`config.mk`:
```
export PLATFORM = sky130hd
export DESIGN_NAME = mdio_frame_master
export DESIGN_NICKNAME = d
export VERILOG_FILES = /design/src/rtl/mdio_frame_pkg.sv /design/src/rtl/mdio_phase_timer.sv /design/src/rtl/mdio_frame_seq.sv /design/src/rtl/mdio_frame_master.sv
export SDC_FILE = /design/constraint.sdc
export NUM_CORES = 1
export LEC_CHECK = 0
export ABC_CLOCK_PERIOD_IN_PS = 3310
export CAP_MARGIN = 20
export CORE_MARGIN = 5
export CORE_UTILIZATION = 30
export CTS_CLUSTER_SIZE = 16
export DETAILED_ROUTE_END_ITERATION = 10
export HOLD_SLACK_MARGIN = 0.15
export PLACE_DENSITY = 0.5
export SLEW_MARGIN = 20
export SYNTH_ARGS = -nofsm -noshare
export SYNTH_HDL_FRONTEND = slang
export SYNTH_SLANG_ARGS = --single-unit
```
`constraint.sdc`:
```
create_clock -name clk -period 3.31 [get_ports clk]
set_input_delay 0.331 -clock clk [delete_from_list [all_inputs] [get_ports clk]]
set_output_delay 0.331 -clock clk [all_outputs]
set_load 0.1 [all_outputs]
```
`src/rtl/mdio_frame_pkg.sv`:
```
package mdio_frame_pkg;

  localparam int FRAME_W  = 65;   // longest frame, in elements
  localparam int HDR_LEN  = 46;   // preamble + start + opcode + address + register
  localparam int RD_LEN   = 64;
  localparam int WR_LEN   = 65;
  localparam int RD_FIRST = 47;   // first element holding PHY data on a read
  localparam int RD_LAST  = 62;
  localparam int DATA_W   = 16;
  localparam int IDX_W    = $clog2(FRAME_W + 1);

  typedef enum logic [1:0] {ST_IDLE, ST_LOW, ST_HIGH} mdio_state_t;

  // Data value of each element, element 0 in the MSB
  function automatic logic [FRAME_W-1:0] frame_data(input logic wr,
                                                    input logic [4:0] phy,
                                                    input logic [4:0] regn,
                                                    input logic [DATA_W-1:0] wd);
    logic [18:0] tail;
    tail = wr ? {2'b00, wd, 1'b0} : 19'd0;
    return {32'hFFFF_FFFF, 2'b01, (wr ? 2'b01 : 2'b10), phy, regn, tail};
  endfunction

  // Output enable of each element, element 0 in the MSB
  function automatic logic [FRAME_W-1:0] frame_oe(input logic wr);
    logic [18:0] tail;
    tail = wr ? {2'b00, {DATA_W{1'b1}}, 1'b0} : 19'd0;
    return {{HDR_LEN{1'b1}}, tail};
  endfunction

  function automatic logic [IDX_W-1:0] frame_last(input logic wr);
    return wr ? IDX_W'(WR_LEN - 1) : IDX_W'(RD_LEN - 1);
  endfunction

endpackage

```
`src/rtl/mdio_phase_timer.sv`:
```
module mdio_phase_timer #(
  parameter int HALF_CYC = 10
) (
  input  logic clk,
  input  logic rst_n,
  input  logic run,
  output logic phase_end
);
  localparam int CNT_W = (HALF_CYC > 1) ? $clog2(HALF_CYC) : 1;
  localparam logic [CNT_W-1:0] CNT_MAX = CNT_W'(HALF_CYC - 1);

  logic [CNT_W-1:0] cnt;

  assign phase_end = run && (cnt == CNT_MAX);

  always_ff @(posedge clk) begin
    if (!rst_n || !run || phase_end) cnt <= '0;
    else                             cnt <= cnt + 1'b1;
  end
endmodule

```
`src/rtl/mdio_frame_seq.sv`:
```
module mdio_frame_seq
  import mdio_frame_pkg::*;
(
  input  logic              clk,
  input  logic              rst_n,
  input  logic              req_valid,
  input  logic              req_write,
  input  logic [4:0]        req_phy,
  input  logic [4:0]        req_reg,
  input  logic [DATA_W-1:0] req_wdata,
  input  logic              phase_end,
  input  logic              mdi,
  output logic              busy,
  output logic              in_high,
  output logic              bit_d,
  output logic              bit_oe,
  output logic              accept,
  output logic              frame_end,
  output logic              done,
  output logic [DATA_W-1:0] rd_data
);
  mdio_state_t        state;
  logic [FRAME_W-1:0] dvec, oevec;
  logic [IDX_W-1:0]   idx, last_idx;
  logic               is_wr;
  logic [DATA_W-1:0]  cap;
  logic               sample_now, in_window;
  logic [IDX_W-1:0]   pos;

  assign busy       = (state != ST_IDLE);
  assign in_high    = (state == ST_HIGH);
  assign accept     = (state == ST_IDLE) && req_valid;
  assign sample_now = in_high && phase_end;
  assign frame_end  = sample_now && (idx == last_idx);
  assign in_window  = !is_wr && (idx >= IDX_W'(RD_FIRST)) && (idx <= IDX_W'(RD_LAST));
  assign pos        = IDX_W'(FRAME_W - 1) - idx;
  assign bit_d      = busy && dvec[pos];
  assign bit_oe     = busy && oevec[pos];

  always_ff @(posedge clk) begin
    if (!rst_n) begin
      state    <= ST_IDLE;
      dvec     <= '0;
      oevec    <= '0;
      idx      <= '0;
      last_idx <= '0;
      is_wr    <= 1'b0;
      cap      <= '0;
      rd_data  <= '0;
      done     <= 1'b0;
    end else begin
      done <= 1'b0;
      unique case (state)
        ST_IDLE: if (req_valid) begin
          dvec     <= frame_data(req_write, req_phy, req_reg, req_wdata);
          oevec    <= frame_oe(req_write);
          is_wr    <= req_write;
          last_idx <= frame_last(req_write);
          idx      <= '0;
          state    <= ST_LOW;
        end
        ST_LOW: if (phase_end) state <= ST_HIGH;
        ST_HIGH: if (phase_end) begin
          if (in_window) cap <= {cap[DATA_W-2:0], mdi};
          if (idx == last_idx) begin
            state <= ST_IDLE;
            done  <= 1'b1;
            if (!is_wr) rd_data <= cap;
          end else begin
            idx   <= idx + 1'b1;
            state <= ST_LOW;
          end
        end
        default: state <= ST_IDLE;
      endcase
    end
  end
endmodule

```
`src/rtl/mdio_frame_master.sv`:
```
module mdio_frame_master #(
  parameter int HALF_CYC = 10
) (
  input  logic        clk,
  input  logic        rst_n,
  input  logic        req_valid,
  input  logic        req_write,
  input  logic [4:0]  req_phy,
  input  logic [4:0]  req_reg,
  input  logic [15:0] req_wdata,
  output logic        busy,
  output logic        done,
  output logic [15:0] rd_data,
  output logic        mdc,
  output logic        mdo,
  output logic        mdo_en,
  input  logic        mdi
);
  logic phase_end, in_high, bit_d, bit_oe, accept, frame_end;

  mdio_phase_timer #(.HALF_CYC(HALF_CYC)) u_timer (
    .clk       (clk),
    .rst_n     (rst_n),
    .run       (busy),
    .phase_end (phase_end)
  );

  mdio_frame_seq u_seq (
    .clk       (clk),
    .rst_n     (rst_n),
    .req_valid (req_valid),
    .req_write (req_write),
    .req_phy   (req_phy),
    .req_reg   (req_reg),
    .req_wdata (req_wdata),
    .phase_end (phase_end),
    .mdi       (mdi),
    .busy      (busy),
    .in_high   (in_high),
    .bit_d     (bit_d),
    .bit_oe    (bit_oe),
    .accept    (accept),
    .frame_end (frame_end),
    .done      (done),
    .rd_data   (rd_data)
  );

  assign mdc    = in_high;
  assign mdo    = bit_d;
  assign mdo_en = bit_oe;
endmodule

```
==> results.py, run 1 <==
metrics = {
    "drt": {
        "first_pass_iters": 4,
        "drt-total-wl_um": 8090,
        "viasPerCell": 4.96,
        "drt_iter0_drc": 137,
        "drc": 0,
        "routedWlPerCell_um": 14.7,
        "final_antenna_net_count": 0,
        "via_count": 2733,
    },
    "placed_design": {
        "place_congestion": 0.834,
        "dp_cells": 535,
        "io_buffers": 51,
        "dp_hpwl_um": 5940,
    },
    "global_route": {
        "grt_use_total": 0.119,
        "grt_antenna_before_repair": 0,
        "grt_max_degree": 49,
        "grt_overflow_total": 0,
        "first_global_vias": 2854,
        "grt_pass1_wl_um": 13800,
    },
    "logic_synthesis": {
        "synth_edf_count": 0,
        "synth_top_area_frac": 0.427,
        "syn-cell-area_um2": 3510,
        "yosysMostFrequentCell": "dfxtp_1",
        "synthTopCellsByCount": "75 x dfxtp_1, 34 x mux2i_1, 33 x nor2b_1",
        "synth_ff_type": "dfxtp_1",
        "synth_seq_area_share": 0.427,
        "yosys_register_bits": 75,
        "ys_types": 58,
        "synthCells": 354,
        "postSynthAreaPerCell_um2": 9.93,
        "yosys.area.top_type": "dfxtp_1",
        "syn_nets": 390,
        "synth_area_leaders": "dfxtp_1 43%, mux2i_1 9.7%, nor2b_1 5.9%",
        "async_reset_ff_frac": 0,
        "ys_warn_count": 0,
    },
    "clocking": {
        "cts.clk_slew.worst_paths_ps": 60,
        "h-tree-depth": 3,
        "cts_setup_buffers": 0,
        "cts_tree": "yes",
        "clock_path_buffers": 2,
        "hold_buffers": 0,
        "clock_sink_count": 75,
        "cts_made_buffers": 9,
        "root_buffer": "clkbuf_16",
        "postCtsResizedCells": 0,
        "clkLatencyLatePin_ps": 330,
    },
    "job": {
        "maxCapViolCount": 0,
    },
    "worst_setup_path": {
        "critPathKind": "flip-flop to primary output",
        "crit_chain": "inv_1, ha_1, nor2_1, a221o_1, o2111a_1, nor4_1, o32ai_4, buf_12",
        "critPathTopFamily": "compound AO/OA/AOI/OAI gates",
        "path_max_fanout": 12,
        "critPathBufInv": 2,
        "worstPathRequired_ps": 2980,
        "arrival_ps": 2790,
        "end_kind": "primary output",
        "slowest_stage": "ha_1",
        "slowest_delay_ps": 590,
        "critPathLaunchType": "flip-flop",
    },
    "timing": {
        "final.setup_skew_ps": 5.06,
        "rsz0062_at_grt": "no",
        "worst_slew_pin_slew_ps": 970,
        "min_period_ps": 3120,
        "hold_ws_ps": 467,
        "fin_crit_sh": 0.942,
        "finalSetupViolations": 0,
        "final_hold_viol_count": 0,
        "maxSlewHeadroom": 0.351,
        "max_freq_ghz": 0.321,
        "slew_viol_final": 0,
    },
    "layout": {
        "drive_above_1_share": 0.118,
        "diodes": 0,
        "fin_util": 0.393,
        "fin_nets": 439,
        "final_cells": 551,
        "area_delta_synth_final_pct": 28.1,
    },
    "floorplanning": {
        "rows": 39,
        "io_pins": 52,
        "die_x_um": 118,
        "core_um2": 11500,
        "die_y_um": 118,
        "die_area_um2": 14000,
        "initial_core_util": 0.306,
    },
    "power_and_ir_drop": {
        "switching_share": 0.221,
        "leakage_nw": 1.66,
        "p_comb_frac": 0.070,
        "intPower_mw": 1.58,
        "p_seq_frac": 0.465,
        "vdd_ir_drop_max_uv": 183,
        "cellPowerDensity_nw_per_um2": 449,
        "p_switching_mw": 0.447,
        "p_total_mw": 2.02,
        "clockPowerShare": 0.465,
    },
    "status": {
        "status": "completed",
    },
    "min_path": {
        "min_path_type": "flip-flop to flip-flop",
    },
}
==> placed cells by master, fill, tap and decap left out, types with 2 or more instances in the layout <==
cell type / count
inv_1: 8
buf_12: 2
mux2i_1: 34
a22o_1: 16
nor3_1: 2
clkbuf_16: 9
nor2b_1: 33
clkbuf_1: 2
a21oi_1: 4
xnor2_1: 6
xor2_1: 4
a21boi_0: 14
buf_4: 11
o31ai_1: 2
nand2_1: 31
o2111a_1: 2
dfxtp_1: 75
o21ai_2: 2
nor2_1: 17
nor4_1: 4
o21ai_0: 7
and2_1: 5
clkinv_2: 3
clkdlybuf4s50_1: 47
mux4_2: 6
nand3b_1: 3
nor3_4: 2
o211ai_2: 2
nand3_1: 7
ha_1: 5
and3_1: 2
a211oi_1: 2
nand2b_1: 3
o221ai_1: 2
or3_1: 3
o2111ai_1: 4
==> per-layer routing <==
metal	GRT usage	vias to the layer above	wire length [um]
met4	0.0624	0	130
met3	0.0186	9	200
met2	0.185	52	3710
li1	-	1384	-
met1	0.160	1288	4050
met5	0	-	0
==> cell type report <==
class	count	area, um2
flip-flops and latches	75	1500
inverters	8	30.0
repair buffers	60	593
fillers	1148	6970
clock inverters	5	53.8
clock buffers	11	233
multi-input cells	249	1910
well taps	143	179
==> flip-flops by register name, summed over array words and instances (netlist names) <==
| register | count |
|---|---|
| u_seq.cap | 16 |
| u_seq.done | 1 |
| u_seq.dvec | 27 |
| u_seq.idx | 7 |
| u_seq.last_idx | 1 |
| u_seq.oevec | 1 |
| u_seq.rd_data | 16 |
| u_seq.state | 2 |
| u_timer.cnt | 4 |
==> worst reg2reg max path: cells and delay by family (launching register included) <==
family | cells | cell delay (ps)
AO/OA/AOI/OAI | 3 | 860
AND/OR/NAND/NOR | 2 | 620
flip-flops | 1 | 560
==> through the flow <==
step / setup slack (ps) / cell area (um2) / TNS, ps
6_report: 192 / 4500 / 0
5_1_grt: 72.1 / 4500 / 0
4_1_cts: 165 / 4500 / 0
3_5_place_dp: 522 / 4220 / 0
3_3_place_gp: 577 / 4220 / 0
2_1_floorplan: -96.1 / 3540 / -96.1
==> power groups by stage <==
stage	Sequential, mW	Combinational (mW)	Clock [mW]
after global placement	0.961	0.142	0
after floorplan	0.953	0.0831	0
final	0.940	0.142	0.941
after global routing	0.942	0.155	1.01
after detailed placement	0.959	0.144	0
after CTS	0.940	0.144	0.972
==> path summary, 6_finish.rpt <==
path / start / endpoint / slack [ps] / cells past startpoint
hold reg to reg: u_seq.dvec[20] / u_seq.dvec[20] / 470 / 2
setup / recovery: u_seq.idx[0] / mdo / 190 / 8
hold / removal: u_seq.dvec[20] / u_seq.dvec[20] / 470 / 2
setup reg to reg: u_seq.idx[4] / u_seq.idx[5] / 1200 / 5
==> kinds of logic (layout without fill, tap and decap cells) <==
kind of cell,Yosys count,in the layout,share of synthesized area
flops,75,75,0.427
xor+xnor,10,10,0.0249
fa+ha+maj,5,5,0.0178
compound gates,73,73,0.164
buf+inv,30,84,0.0374
mux,41,41,0.138
simple gates,120,120,0.190
(Power assumes the default switching activity.)
==> run 2: changes to the inputs <==
ABC_CLOCK_PERIOD_IN_PS = 3700   (was 3310)
clock period = 3.7 ns   (was 3.31 ns; I/O delays follow)
==> run 2 against run 1 <==
Die area unchanged. Global-route usage down 0.16 points. First-iteration DRC count down 6.6%. Final cell count down 1.3%. Total power down 4.6%. Cell area down 0.19%. Sequential cell count unchanged. Routed wire length down 0.80%. Largest power group unchanged.
==> results.py, run 2 (same netlist as run 1, synthesis figures left out) <==
metrics = {
    "status": {
        "status": "completed",
    },
    "drt": {
        "drt-total-wl_um": 8020,
        "via_count": 2674,
        "drt_iter0_drc": 128,
        "final_antenna_net_count": 0,
        "dr_wl_met2_um": 3740,
        "met3_length_um": 159,
        "highest_layer": "met4",
        "first_pass_iters": 4,
        "wl_met1_um": 4010,
        "routedWlPerCell_um": 14.7,
        "drc": 0,
        "viasPerCell": 4.92,
    },
    "job": {
        "maxCapViolCount": 0,
    },
    "clocking": {
        "hold_buffers": 0,
        "cts_tree": "yes",
        "cts.clk_slew.worst_paths_ps": 50,
        "clock_path_buffers": 2,
        "root_buffer": "clkbuf_16",
        "h-tree-depth": 3,
        "cts_setup_buffers": 0,
        "clkLatencyLatePin_ps": 320,
        "clock_sink_count": 75,
        "cts_made_buffers": 9,
        "postCtsResizedCells": 0,
    },
    "floorplanning": {
        "core_um2": 11500,
        "io_pins": 52,
        "die_y_um": 118,
        "die_area_um2": 14000,
        "initial_core_util": 0.306,
        "rows": 39,
        "die_x_um": 118,
    },
    "min_path": {
        "min_from": "u_seq.dvec[19]",
        "hold_depth": 2,
        "min_path_type": "flip-flop to flip-flop",
        "min_to": "u_seq.dvec[19]",
    },
    "power_and_ir_drop": {
        "p_comb_frac": 0.064,
        "p_switching_mw": 0.390,
        "clockPowerShare": 0.500,
        "p_seq_frac": 0.436,
        "p_total_mw": 1.93,
        "cellPowerDensity_nw_per_um2": 430,
        "vdd_ir_drop_max_uv": 284,
        "leakage_nw": 1.65,
        "switching_share": 0.202,
        "intPower_mw": 1.54,
    },
    "layout": {
        "fin_util": 0.392,
        "diodes": 0,
        "reg_top3": "u_seq.dvec (27), u_seq.cap (16), u_seq.rd_data (16)",
        "area_delta_synth_final_pct": 27.8,
        "design_area_um2": 4490,
        "fin_nets": 434,
        "final_common_cell": "dfxtp_1",
        "regMostFlops": "u_seq.dvec",
        "largest_reg_flops": 27,
        "drive_above_1_share": 0.102,
        "fillers": 1103,
        "final_cell_mix": "75 x dfxtp_1, 49 x clkdlybuf4s50_1, 34 x mux2i_1",
    },
    "worst_setup_path": {
        "worstPathRequired_ps": 3330,
        "critPathKind": "flip-flop to primary output",
        "r2r_end": "u_seq.cap[7]",
        "arrival_ps": 3070,
        "reg2reg_depth": 6,
        "path_max_fanout": 15,
        "rrSetupSlack_ps": 1160,
        "end_kind": "primary output",
        "critPathLaunchType": "flip-flop",
        "r2r_start": "u_seq.idx[0]",
    },
    "timing": {
        "final_hold_viol_count": 0,
        "worst_slew_pin_slew_ps": 980,
        "tns_ps": 0,
        "slew_viol_final": 0,
        "fin_crit_sh": 0.931,
        "rsz0062_at_grt": "no",
        "setup_slack_ps": 256,
        "finalSetupViolations": 0,
        "final.setup_skew_ps": 6.93,
        "maxSlewHeadroom": 0.345,
        "max_freq_ghz": 0.290,
        "min_period_ps": 3440,
    },
    "placed_design": {
        "dp_hpwl_um": 5810,
        "place_area_um2": 4160,
        "place_congestion": 0.820,
        "io_buffers": 51,
        "place_ws_ps": 607,
    },
    "global_route": {
        "grt_overflow_total": 0,
        "grt_use_total": 0.118,
        "first_global_vias": 2700,
        "grt_pass1_wl_um": 13700,
        "grt_max_degree": 49,
        "grt_antenna_before_repair": 0,
    },
}
## run 2: cell types whose count changed in the layout (fill, tap and decap cells not counted), sizes merged
cell / previous run / this run
bufinv: 1 / 3
buf: 13 / 6
clkdlybuf4s50: 47 / 49
clkinv: 4 / 2
clkbuf: 11 / 9
## run 2: per-layer routing
metal,track usage,vias up
met1,0.157,1279
met5,0,-
met4,0.0387,0
met2,0.191,36
li1,-,1354
met3,0.0239,5
## run 2: stage by stage
step           std cells  hold WS, ps
5_1_grt              544          489
3_5_place_dp         530          453
6_report             544          463
2_1_floorplan        354          434
3_3_place_gp         530          449
4_1_cts              544          463
## run 2: cell type report
cell class              instances  area, um2  share of cell area
multi-input cells             249       1890               0.421
inverters                       8       30.0             0.00668
repair buffers                 55        561               0.125
clock buffers                   9        225              0.0501
flip-flops and latches         75       1500               0.334
clock inverters                 5        104              0.0231
well taps                     143        179              0.0398
## run 2: power by group through the flow
stage	clock network, mW	logic [mW]	registers [mW]
after detailed placement	0	0.125	0.859
final	0.964	0.124	0.841
after floorplan	0	0.0726	0.852
after CTS	0.993	0.126	0.841
after global routing	1.03	0.135	0.843
after global placement	0	0.124	0.859
## run 2: critical path, cell delays in order, from the launching register on
cell and delay, ps:
dfxtp_1 580, inv_1 160, ha_1 620, nor2_1 180, a221o_1 370, o2111a_1 140
nor4_1 330, o32ai_2 170, buf_12 190
## run 2: how the worst max path moves through the flow
stage / endpoint / cells after the start / slack (ps) / from
final: mdo / 8 / 260 / u_seq.idx[0]
after detailed placement: mdo / 8 / 610 / u_seq.idx[0]
after floorplan: mdo / 10 / -230 / u_seq.idx[0]
after global placement: mdo / 8 / 730 / u_seq.idx[0]
after CTS: mdo / 8 / 240 / u_seq.idx[0]
after global routing: mdo / 8 / 20 / u_seq.idx[0]
